`src/rtl/dram_agen_pkg.sv`:
```
package dram_agen_pkg;

  // number of base pointers served by the generator
  localparam int unsigned NUM_PTR = 2;

  typedef enum logic {
    PTR_LOW  = 1'b0,
    PTR_HIGH = 1'b1
  } ptr_id_e;

  typedef enum logic {
    MODE_RING  = 1'b0,
    MODE_FIXED = 1'b1
  } base_mode_e;

endpackage

```
`src/rtl/dram_agen_rst_sync.sv`:
```
module dram_agen_rst_sync (
  input  logic clk,
  input  logic rst_n,
  output logic rst_sync_n
);

  logic [1:0] sync_q;

  always_ff @(posedge clk or negedge rst_n) begin
    if (!rst_n) begin
      sync_q <= 2'b00;
    end else begin
      sync_q <= {sync_q[0], 1'b1};
    end
  end

  assign rst_sync_n = sync_q[1];

endmodule

```
`src/rtl/dram_agen_base.sv`:
```
module dram_agen_base
  import dram_agen_pkg::*;
#(
  parameter int unsigned AW = 7
) (
  input  logic                        clk,
  input  logic                        rst_n,
  input  logic                        smp_stb,
  input  logic                        lin_mode,
  output logic [NUM_PTR-1:0][AW-1:0]  base_o
);

  localparam int unsigned DEPTH    = 1 << AW;
  localparam int unsigned SEG_SIZE = DEPTH / NUM_PTR;

  logic [NUM_PTR-1:0][AW-1:0] base_d;
  logic [NUM_PTR-1:0][AW-1:0] base_q;

  for (genvar k = 0; k < NUM_PTR; k++) begin : g_ptr
    localparam logic [AW-1:0] FIXED_VAL = AW'(k * SEG_SIZE);

    // next-state: advance in ring mode, snap to segment start in fixed mode
    always_comb begin
      if (base_mode_e'(lin_mode) == MODE_FIXED) begin
        base_d[k] = FIXED_VAL;
      end else begin
        base_d[k] = base_q[k] + AW'(1);
      end
    end

    always_ff @(posedge clk or negedge rst_n) begin
      if (!rst_n) begin
        base_q[k] <= FIXED_VAL;
      end else if (smp_stb) begin
        base_q[k] <= base_d[k];
      end
    end
  end

  assign base_o = base_q;

endmodule

```
`src/rtl/dram_agen_calc.sv`:
```
module dram_agen_calc
  import dram_agen_pkg::*;
#(
  parameter int unsigned AW = 7
) (
  input  logic                        clk,
  input  logic                        rst_n,
  input  logic                        req_vld,
  input  logic                        ptr_sel,
  input  logic [AW-1:0]               offset,
  input  logic [NUM_PTR-1:0][AW-1:0]  base_i,
  output logic [AW-1:0]               addr_o,
  output logic                        vld_o
);

  logic [AW-1:0] addr_d;
  logic [AW-1:0] addr_q;
  logic          vld_q;

  // carry out of the AW-bit sum is dropped: modulo-depth wrap
  always_comb begin
    addr_d = base_i[ptr_sel] + offset;
  end

  always_ff @(posedge clk or negedge rst_n) begin
    if (!rst_n) begin
      addr_q <= '0;
      vld_q  <= 1'b0;
    end else begin
      vld_q <= req_vld;
      if (req_vld) begin
        addr_q <= addr_d;
      end
    end
  end

  assign addr_o = addr_q;
  assign vld_o  = vld_q;

endmodule

```
`src/rtl/dram_agen.sv`:
```
module dram_agen
  import dram_agen_pkg::*;
#(
  parameter int unsigned ADDR_W = 7
) (
  input  logic              clk,
  input  logic              rst_n,
  input  logic              smp_stb,
  input  logic              lin_mode,
  input  logic              req_vld,
  input  logic              ptr_sel,
  input  logic [ADDR_W-1:0] offset,
  output logic [ADDR_W-1:0] addr,
  output logic              addr_vld
);

  logic                           rst_sync_n;
  logic [NUM_PTR-1:0][ADDR_W-1:0] base_q;

  dram_agen_rst_sync rst_sync_i (
    .clk        (clk),
    .rst_n      (rst_n),
    .rst_sync_n (rst_sync_n)
  );

  dram_agen_base #(.AW(ADDR_W)) base_i (
    .clk      (clk),
    .rst_n    (rst_sync_n),
    .smp_stb  (smp_stb),
    .lin_mode (lin_mode),
    .base_o   (base_q)
  );

  dram_agen_calc #(.AW(ADDR_W)) calc_i (
    .clk     (clk),
    .rst_n   (rst_sync_n),
    .req_vld (req_vld),
    .ptr_sel (ptr_sel),
    .offset  (offset),
    .base_i  (base_q),
    .addr_o  (addr),
    .vld_o   (addr_vld)
  );

endmodule

```
`config.mk`:
```
export PLATFORM = sky130hd
export DESIGN_NAME = dram_agen
export DESIGN_NICKNAME = d
export VERILOG_FILES = /design/src/rtl/dram_agen_pkg.sv /design/src/rtl/dram_agen_rst_sync.sv /design/src/rtl/dram_agen_base.sv /design/src/rtl/dram_agen_calc.sv /design/src/rtl/dram_agen.sv
export SDC_FILE = /design/constraint.sdc
export NUM_CORES = 1
export LEC_CHECK = 0
export BUFFER_PORTS_ARGS = -buffer_cell sky130_fd_sc_hd__clkbuf_2
export CORE_MARGIN = 3
export CORE_UTILIZATION = 30
export CTS_BUF_LIST = sky130_fd_sc_hd__clkbuf_4 sky130_fd_sc_hd__clkbuf_8 sky130_fd_sc_hd__clkbuf_16
export CTS_CLUSTER_SIZE = 28
export DETAILED_ROUTE_END_ITERATION = 10
export MAX_ROUTING_LAYER = met4
export PLACE_DENSITY = 0.57
export SETUP_SLACK_MARGIN = 0.05
export SLEW_MARGIN = 10
export SYNTH_ARGS = -nofsm -noshare
export SYNTH_HDL_FRONTEND = slang
export SYNTH_SLANG_ARGS = --single-unit
export TNS_END_PERCENT = 30
```
`constraint.sdc`:
```
create_clock -name clk -period 1.1 [get_ports clk]
set_clock_uncertainty 0.15 [all_clocks]
set_input_delay 0.11 -clock clk [delete_from_list [all_inputs] [get_ports clk]]
set_output_delay 0.11 -clock clk [all_outputs]
set_load 0.01 [all_outputs]
```
==> out/qor.yml, run 1 <==
status: "finished, violations left"
violations: "setup timing"
netlist.top_cell.by_area: "dfrtp_1"
worst_path_largest_cell_delay_ns: 0.38
clk_pin_slew_ns: 0.09
cap_violations: 0
rsz0062_at_grt: "true"
synth-edff-count: 0
setup_slack_ns: -1.037
crit_fanout: 3
yosysMostFrequentCell: "dfrtp_1"
reg2reg_depth: 7
synthFlopType: "dfrtp_1"
avgSynthCellArea_um2: 10.83
ant_nets: 0
gp_congestion: 0.8034
clock_latency_ns: 0.27
vias: 1119
worstPathArrival_ns: 2.15
finalCritPeriodShare_pct: 194.3
num_io_pins: 21
fin_area_um2: 1983
ir_drop_uv: 449.8
core_um2: 4144
rows: 23
port_buffers: 20
tritoncts: "done"
synth_area_leaders: "dfrtp_1 (43%), mux2_2 (9.3%), ha_1 (7.5%)"
crit_family: "multiplexers"
grt_pass1_vias: 1225
whs_ns: 0.06414
die_y_um: 72.65
cts_sinks: 24
synth-seq-cells: 24
num_antenna_cells: 0
multiInputGateArea_um2: 807.0
place_hpwl_mm: 2.342
timing.critical_path.buf_inv: 0
fill_cells: 396
place_area_um2: 1777
slew_viol_final: 0
synthesis.instances: 123
drive_above_1_share_pct: 50.55
grt_pass1_wl_mm: 5.319
synth_area_um2: 1333
period_minus_slack_ns: 2.137
drt_iter0_markers: 49
wl_per_cell_um: 13.67
setup_tns_ns: -8.309
totalWireLength_mm: 3.171
r2r_slack_ns: -1.04
setup_viol: 19
htree_levels: 1
die_area_um2: 5277
hold_path.class: "register to async pin"
root_buffer: "clkbuf_8"
crit_path_cell_trace: "mux2_4 > ha_4 > fa_2 > a211oi_2 > o21ai_1 > xnor2_1 > mux2_4"
start_util_pct: 32.16
grt_start_max_net_pins: 23
antenna_found_initial: 0
clock_path_buffers: 2
track_usage_pct: 13.40
syn_nets: 145
synthArstFlopShare_pct: 100.0
syn_to_final_growth_pct: 48.83
seqCellArea_um2: 601.8
critPathLaunch: "base_i.base_o[0]"
yosysUniqueCellTypes: 32
path_common_cell: "mux2_4"
crit_type: "register to register"
first_pass_iters: 2
cts_buffers: 3
grt_remaining_overflow: 0
die_x_um: 72.65
slowest_stage: "dfrtp_1"
drc: 0
required_ns: 1.11
yosys_warnings: 0
yosys-top-cells-count: "dfrtp_1 (23), mux2_2 (11), a21oi_1 (9)"
max_freq_ghz: 0.4679
r2r-end: "calc_i.addr_o[6]"
p_leak_nw: 0.9343
yosys.area.top_type_share_pct: 43.19
hold_viol: 0
via_per_inst: 4.823
start_kind: "register"
r2r-start: "base_i.base_o[0]"
fin_nets: 205
p_per_area_nw_per_um2: 1355
cp-end-kind: "register"
ys_seq_area_share_pct: 45.16
[cell families after synthesis]
family | after synthesis | share of synthesized area, %
XOR/XNOR | 10 | 6.572
adder cells (fa/ha/maj) | 9 | 9.014
buffers and inverters | 11 | 3.661
AND/OR/NAND/NOR | 24 | 8.827
AO/OA/AOI/OAI | 27 | 12.21
flip-flops | 24 | 45.16
other | 1 | 0.2814
multiplexers | 17 | 14.27
[per-stage QoR]
| stage | utilization, % | instances | total power, mW | worst slack (ns) |
|---|---|---|---|---|
| finish | 47.86 | 232 | 2.686 | -1.037 |
| global route | 47.86 | 232 | 2.857 | -1.112 |
| CTS | 47.13 | 231 | 2.668 | -1.041 |
| detailed placement | 42.87 | 222 | 1.946 | -1.033 |
| global placement | 42.87 | 222 | 1.918 | -0.9920 |
| floorplan | - | 123 | 1.567 | -1.003 |
[routing by layer]
metal / track usage (%) / vias to the layer above / part of all wire [%]
li1: - / 550 / -
met1: 15.34 / 552 / 44
met3: 2.066 / 4 / 1.8
met4: 3.074 / 0 / 1.1
met2: 24.45 / 13 / 53
met5: - / - / 0
[flip-flops by register name, indices dropped and copies added, names as in the netlist]
signal / cells
calc_i.vld_o: 1
rst_sync_i.sync_q: 2
calc_i.addr_o: 7
base_i.base_o: 14
[timing repair]
| action | 4_1_cts | 5_1_grt |
|---|---|---|
| endpoints found under the hold margin | 5 | 0 |
| hold buffers | 4 | 0 |
| gates resized for setup | 20 | 13 |
| buffers inserted | 2 | 1 |
| setup endpoints to repair | 24 | 27 |
| pin swaps | 10 | 5 |
[layout by cell type (no fill, tap or decap), drive strengths merged, types with 2 or more instances in the layout]
| cell | count |
|---|---|
| nand3 | 4 |
| inv | 6 |
| nand4 | 2 |
| and3 | 2 |
| nand3b | 2 |
| clkbuf | 17 |
| o21ai | 7 |
| a21oi | 9 |
| xnor2 | 5 |
| ha | 8 |
| nand2 | 7 |
| buf | 43 |
| o22ai | 3 |
| mux2 | 13 |
| dlygate4sd3 | 4 |
| a22o | 2 |
| dfrtp | 23 |
| nor2 | 5 |
| mux2i | 4 |
| o211ai | 2 |
| xor2 | 5 |
[where the power goes]
| part | total, mW | internal, mW | switching (mW) |
|---|---|---|---|
| Combinational | 0.976 | 0.556 | 0.420 |
| Sequential | 1.09 | 1.02 | 0.0710 |
| Clock | 0.621 | 0.320 | 0.301 |
| Total | 2.69 | 1.90 | 0.791 |
[how the worst max path moves through the flow]
stage / to / cells after the start
global placement: calc_i.addr_o[6] / 7
floorplan: calc_i.addr_o[6] / 7
finish: calc_i.addr_o[6] / 7
CTS: calc_i.addr_o[6] / 7
detailed placement: calc_i.addr_o[6] / 7
global route: calc_i.addr_o[6] / 7
[layout make-up]
cell class | count | area share (%)
Clock buffer | 4 | 2.776
Inverter | 6 | 1.136
Multi-Input combinational cell | 88 | 40.69
Sequential cell | 24 | 30.35
Tap cell | 50 | 3.155
Timing Repair Buffer | 60 | 21.89
No activity file was read; power rests on OpenSTA's default activity.
==> run 2, diff against run 1 <==
--- a/constraint.sdc
+++ b/constraint.sdc
@@ -4,2 +4,2 @@
 set_output_delay 0.11 -clock clk [all_outputs]
-set_load 0.01 [all_outputs]
+set_load 0.005 [all_outputs]
==> run 2 against run 1 <==
The run still ends with setup timing left. Fmax decreased by 1.1%. Sequential share of layout area decreased by 0.21 points. Clock-buffer cell count is the same. Combinational power shrank 3.1%. Critical endpoint unchanged. Die area did not move. Sequential power about the same. Final cell count up 0.86%. Largest cell class unchanged. Power fell by 1.2%.
==> out/qor.yml, run 2 (synthesized netlist as in run 1, its figures left out) <==
crit_family: "multiplexers"  # unchanged
die_y_um: 72.65  # unchanged
setup_viol: 19  # unchanged
die_area_um2: 5277  # unchanged
track_usage_pct: 13.43  # was 13.40%
tritoncts: "done"  # unchanged
combPwrFrac_pct: 35.6  # was 36.3%
vias: 1139  # was 1119
drt_iter0_markers: 49  # unchanged
crit_path_cell_trace: "mux2_4 > ha_4 > fa_2 > a211oi_2 > o21ai_1 > xnor2_1 > mux2_4"  # unchanged
num_io_pins: 21  # unchanged
drc: 0  # unchanged
p_per_area_nw_per_um2: 1330  # was 1355 nW/um^2
status: "finished, violations left"  # unchanged
worst_path_largest_cell_delay_ns: 0.40  # was 0.38 ns
final_common_cell: "buf_4"  # unchanged
ant_nets: 0  # unchanged
pwr-share-clk_pct: 23.4  # was 23.1%
setup_slack_ns: -1.061  # was -1.037 ns
timing.critical_path.buf_inv: 0  # unchanged
finalCritPeriodShare_pct: 196.5  # was 194.3%
path_common_cell: "mux2_4"  # unchanged
setup_tns_ns: -8.627  # was -8.309 ns
cts_sinks: 24  # unchanged
required_ns: 1.11  # about the same
p_sw_uw: 765.8  # was 791.3 uW
grt_pass1_wl_mm: 5.319  # unchanged
grt_start_max_net_pins: 23  # unchanged
via_per_inst: 4.868  # was 4.823
mostFrequentLayoutCells: "buf_4 (33), dfrtp_1 (23), clkbuf_2 (16), mux2_2 (8), a21oi_1 (8)"  # was buf_4 (33), dfrtp_1 (23), clkbuf_2 (13), mux2_2 (8), a21oi_1 (8)
clk_pin_slew_ns: 0.09  # about the same
hold_path.class: "register to async pin"  # unchanged
num_antenna_cells: 0  # unchanged
r2r_slack_ns: -1.06  # was -1.04 ns
fin_nets: 207  # was 205
worstPathArrival_ns: 2.18  # was 2.15 ns
antenna_found_initial: 0  # unchanged
drive_above_1_share_pct: 51.63  # was 50.55%
largest_reg_flops: 14  # unchanged
gp_congestion: 0.8034  # unchanged
die_x_um: 72.65  # unchanged
start_util_pct: 32.16  # unchanged
p_int_mw: 1.890  # was 1.895 mW
grt_pass1_vias: 1218  # was 1225
slowest_stage: "dfrtp_1"  # unchanged
clock_latency_ns: 0.27  # about the same
ir_drop_uv: 413.2  # was 449.8 uV
crit_fanout: 3  # unchanged
max_freq_ghz: 0.4627  # was 0.4679 GHz
port_buffers: 20  # unchanged
crit_type: "register to register"  # unchanged
reg2reg_depth: 7  # unchanged
worst-path-stages: 7  # unchanged
power_frac_seq_pct: 41.0  # was 40.6%
cp-end-kind: "register"  # unchanged
totalWireLength_mm: 3.302  # was 3.171 mm
htree_levels: 1  # unchanged
rows: 23  # unchanged
grt_remaining_overflow: 0  # unchanged
wl_per_cell_um: 14.11  # was 13.67 um
rsz0062_at_grt: "true"  # unchanged
period_minus_slack_ns: 2.161  # was 2.137 ns
root_buffer: "clkbuf_8"  # unchanged
place_hpwl_mm: 2.342  # unchanged
clock_path_buffers: 2  # unchanged
syn_to_final_growth_pct: 49.86  # was 48.83%
switching_share_pct: 28.84  # was 29.46%
violations: "setup timing"  # unchanged
core_um2: 4144  # unchanged
fin_area_um2: 1997  # was 1983 um^2
first_pass_iters: 4  # was 2
p_leak_nw: 0.9439  # was 0.9343 nW
slew_viol_final: 0  # unchanged
cts_buffers: 3  # unchanged
hold_viol: 0  # unchanged
cap_violations: 0  # unchanged
start_kind: "register"  # unchanged
place_area_um2: 1777  # unchanged
-- run 2: stage by stage --
| stage | hold WS, ns | total power, mW | worst slack (ns) | utilization (%) | cells |
|---|---|---|---|---|---|
| global route | 0.07975 | 2.830 | -1.137 | 48.19 | 234 |
| global placement | -0.2548 | 1.888 | -0.9920 | 42.87 | 222 |
| detailed placement | -0.2523 | 1.915 | -1.033 | 42.87 | 222 |
| floorplan | -0.3356 | 1.537 | -1.003 | - | 123 |
| finish | 0.06541 | 2.655 | -1.061 | 48.19 | 234 |
| CTS | 0.06574 | 2.629 | -1.041 | 46.89 | 231 |
-- run 2: what timing repair did --
item / in CTS / in global routing
pin swaps: 10 / 8
gates resized for setup: 19 / 12
setup buffers: 1 / 4
hold buffers: 4 / 0
endpoints found under the setup margin: 20 / 26
hold endpoints to repair: 5 / 0
-- run 2: area by class of cell --
cell class                      instances  area [um^2]
Fill cell                             394         2147
Multi-Input combinational cell         88        810.8
Sequential cell                        24        601.8
Timing Repair Buffer                   62        444.2
Tap cell                               50        62.56
Clock buffer                            4        55.05
Inverter                                6        22.52
-- run 2: power groups by stage --
stage          Sequential [mW]  Combinational, mW  Clock [mW]
2_1_floorplan             1.13              0.407           0
3_3_place_gp              1.10              0.791           0
3_5_place_dp              1.11              0.809           0
4_1_cts                   1.09              0.909       0.632
5_1_grt                   1.11               1.05       0.676
6_report                  1.09              0.946       0.620
-- run 2: worst register-to-register path: cells and delay by family (launching register included) --
family                   cells  cell delay [ns]
adder cells (fa/ha/maj)      2             0.53
AO/OA/AOI/OAI                2             0.30
multiplexers                 2             0.54
flip-flops                   1             0.40
XOR/XNOR                     1             0.13
-- run 2: metal layers --
metal	global-route usage (%)	up-vias	share of wire [%]
li1	-	554	-
met1	15.68	569	42
met2	24.15	12	55
met3	2.066	4	1.6
met4	3.074	0	1.0
met5	-	-	0
-- run 2: worst paths after layout --
| check | end | startpoint |
|---|---|---|
| setup / recovery | calc_i.addr_o[6] | base_i.base_o[7] |
| hold / removal | calc_i.vld_o | rst_sync_i.sync_q[1] |
| setup reg to reg | calc_i.addr_o[6] | base_i.base_o[7] |
| hold reg to reg | calc_i.vld_o | rst_sync_i.sync_q[1] |
| max in group asynchronous | rst_sync_i.sync_q[1] | rst_n |
| min in group clk | base_i.base_o[8] | smp_stb |
==> run 3, diff against run 2 <==
- BUFFER_PORTS_ARGS: -buffer_cell sky130_fd_sc_hd__clkbuf_2 -> -buffer_cell sky130_fd_sc_hd__buf_2
==> run 3 against run 2 <==
Non-clock buffer count down 2. Register-to-register slack gained 0.04 ns. Highest routed layer unchanged. The run still ends with setup timing left. Critical path type unchanged. Sequential share of layout area down 0.43 points. Via count down 3.1%. Worst setup slack better by 0.037 ns. Final cell count fell by 0.85%. Critical path depth did not move. Routed wire length is 0.55% higher. Critical endpoint unchanged. Clock-buffer cell count stayed put. Global-route usage rose by 0.65 points. Utilization increased by 0.69 points.
==> out/qor.yml, run 3 (synthesized netlist as in run 1, its figures left out) <==
status: "finished, violations left"  # unchanged
violations: "setup timing"  # unchanged
fill_cells: 370  # was 394
pre_cts_slack_ns: -1.007  # was -1.033 ns
cts_sinks: 24  # unchanged
crit_path_cell_trace: "mux2_4 > ha_4 > fa_2 > a211oi_2 > o21ai_1 > xnor2_1 > mux2_4"  # unchanged
ant_nets: 0  # unchanged
fin_nets: 205  # was 207
start_kind: "register"  # unchanged
wl_per_cell_um: 14.31  # was 14.11 um
combPwrFrac_pct: 37.0  # was 35.6%
power_frac_seq_pct: 40.6  # was 41.0%
grt_remaining_overflow: 0  # unchanged
port_buffers: 20  # unchanged
setup_viol: 20  # was 19
grt_pass1_wl_mm: 5.602  # was 5.319 mm
largest_reg_flops: 14  # unchanged
timing.critical_path.buf_inv: 0  # unchanged
grt_pass1_vias: 1227  # was 1218
required_ns: 1.11  # about the same
reg2reg_depth: 7  # unchanged
setup_slack_ns: -1.024  # was -1.061 ns
start_util_pct: 32.16  # unchanged
core_um2: 4144  # unchanged
min_path_cells: 2
path_common_cell: "mux2_4"  # unchanged
clock_latency_ns: 0.27  # about the same
crit_family: "multiplexers"  # unchanged
clk_pin_slew_ns: 0.09  # about the same
gp_congestion: 0.8164  # was 0.8034
crit_type: "register to register"  # unchanged
crit_fanout: 3  # unchanged
root_buffer: "clkbuf_8"  # unchanged
drt_iter0_markers: 33  # was 49
tritoncts: "done"  # unchanged
htree_levels: 1  # unchanged
vias: 1104  # was 1139
totalWireLength_mm: 3.320  # was 3.302 mm
die_area_um2: 5277  # unchanged
ir_drop_uv: 429.8  # was 413.2 uV
place_hpwl_mm: 2.433  # was 2.342 mm
slowest_stage: "dfrtp_1"  # unchanged
via_per_inst: 4.759  # was 4.868
whs_ns: 0.02778  # was 0.06541 ns
track_usage_pct: 14.07  # was 13.43%
hold_viol: 0  # unchanged
cap_violations: 0  # unchanged
max_freq_ghz: 0.4708  # was 0.4627 GHz
first_pass_iters: 3  # was 4
drive_above_1_share_pct: 49.45  # was 51.63%
period_minus_slack_ns: 2.124  # was 2.161 ns
p_int_mw: 1.910  # was 1.890 mW
drc: 0  # unchanged
cp-end-kind: "register"  # unchanged
die_y_um: 72.65  # unchanged
slew_viol_final: 0  # unchanged
num_io_pins: 21  # unchanged
cts_buffers: 3  # unchanged
hold_path.class: "primary input to register"  # was register to async pin
die_x_um: 72.65  # unchanged
worst_path_largest_cell_delay_ns: 0.40  # about the same
rows: 23  # unchanged
grt_start_max_net_pins: 23  # unchanged
worstPathArrival_ns: 2.13  # was 2.18 ns
p_per_area_nw_per_um2: 1316  # was 1330 nW/um^2
rsz0062_at_grt: "true"  # unchanged
final_common_cell: "buf_4"  # unchanged
finalCritPeriodShare_pct: 193.1  # was 196.5%
antenna_found_initial: 0  # unchanged
worst-path-stages: 7  # unchanged
num_antenna_cells: 0  # unchanged
clock_path_buffers: 2  # unchanged
p_leak_nw: 0.9458  # was 0.9439 nW
pwr-share-clk_pct: 22.4  # was 23.4%
p_sw_uw: 755.5  # was 765.8 uW
syn_to_final_growth_pct: 52.02  # was 49.86%
mostFrequentLayoutCells: "buf_4 (31), dfrtp_1 (23), buf_2 (20)"  # was buf_4 (33), dfrtp_1 (23), clkbuf_2 (16), mux2_2 (8), a21oi_1 (8)
switching_share_pct: 28.34  # was 28.84%
[run 3: timing repair]
| item | CTS | global route |
|---|---|---|
| gates resized for setup | 22 | 8 |
| pin swaps | 16 | 5 |
| gates cloned | 0 | 0 |
| hold endpoints to repair | 6 | 0 |
| setup buffers | 3 | 2 |
| setup endpoints to repair | 21 | 28 |
| hold buffers | 4 | 0 |
[run 3: final timing paths]
check	startpoint	to	slack, ns
hold reg to reg	rst_sync_i.sync_q[1]	calc_i.addr_o[2]	0.06
min in group asynchronous	rst_sync_i.sync_q[1]	calc_i.addr_o[2]	0.06
setup reg to reg	base_i.base_o[7]	calc_i.addr_o[6]	-1.02
hold / removal	smp_stb	base_i.base_o[9]	0.03
max in group asynchronous	rst_n	rst_sync_i.sync_q[1]	0.14
setup / recovery	base_i.base_o[7]	calc_i.addr_o[6]	-1.02
[run 3: power by group through the flow]
stage	Clock [mW]	Combinational (mW)	Sequential (mW)
after floorplan	0	0.407	1.13
after global placement	0	0.787	1.10
after detailed placement	0	0.810	1.10
after CTS	0.622	0.923	1.08
after global routing	0.667	1.08	1.10
final	0.597	0.985	1.08
[run 3: through the flow]
| stage | cells | utilization (%) | power (mW) | setup TNS (ns) | cell area (um^2) |
|---|---|---|---|---|---|
| floorplan | 123 | - | 1.537 | -6.360 | 1385 |
| global placement | 220 | 42.81 | 1.883 | -8.225 | 1774 |
| detailed placement | 220 | 42.81 | 1.911 | -8.753 | 1774 |
| CTS | 231 | 47.64 | 2.630 | -9.122 | 1974 |
| global route | 232 | 48.88 | 2.848 | -10.94 | 2026 |
| finish | 232 | 48.88 | 2.666 | -9.647 | 2026 |
[run 3: routing by layer]
layer	wire, um	global-route usage (%)	part of all wire (%)	up-vias
li1	-	-	-	556
met1	1459	16.44	44	528
met2	1721	24.15	52	14
met3	51	1.377	1.5	6
met4	87	6.762	2.6	0
met5	0	-	0	-
[run 3: area by class of cell]
cell class | instances | area, um^2 | share of cell area (%)
Clock buffer | 4 | 55.05 | 2.718
Inverter | 6 | 22.52 | 1.112
Multi-Input combinational cell | 88 | 845.8 | 41.75
Sequential cell | 24 | 601.8 | 29.71
Tap cell | 50 | 62.56 | 3.088
Timing Repair Buffer | 60 | 437.9 | 21.62
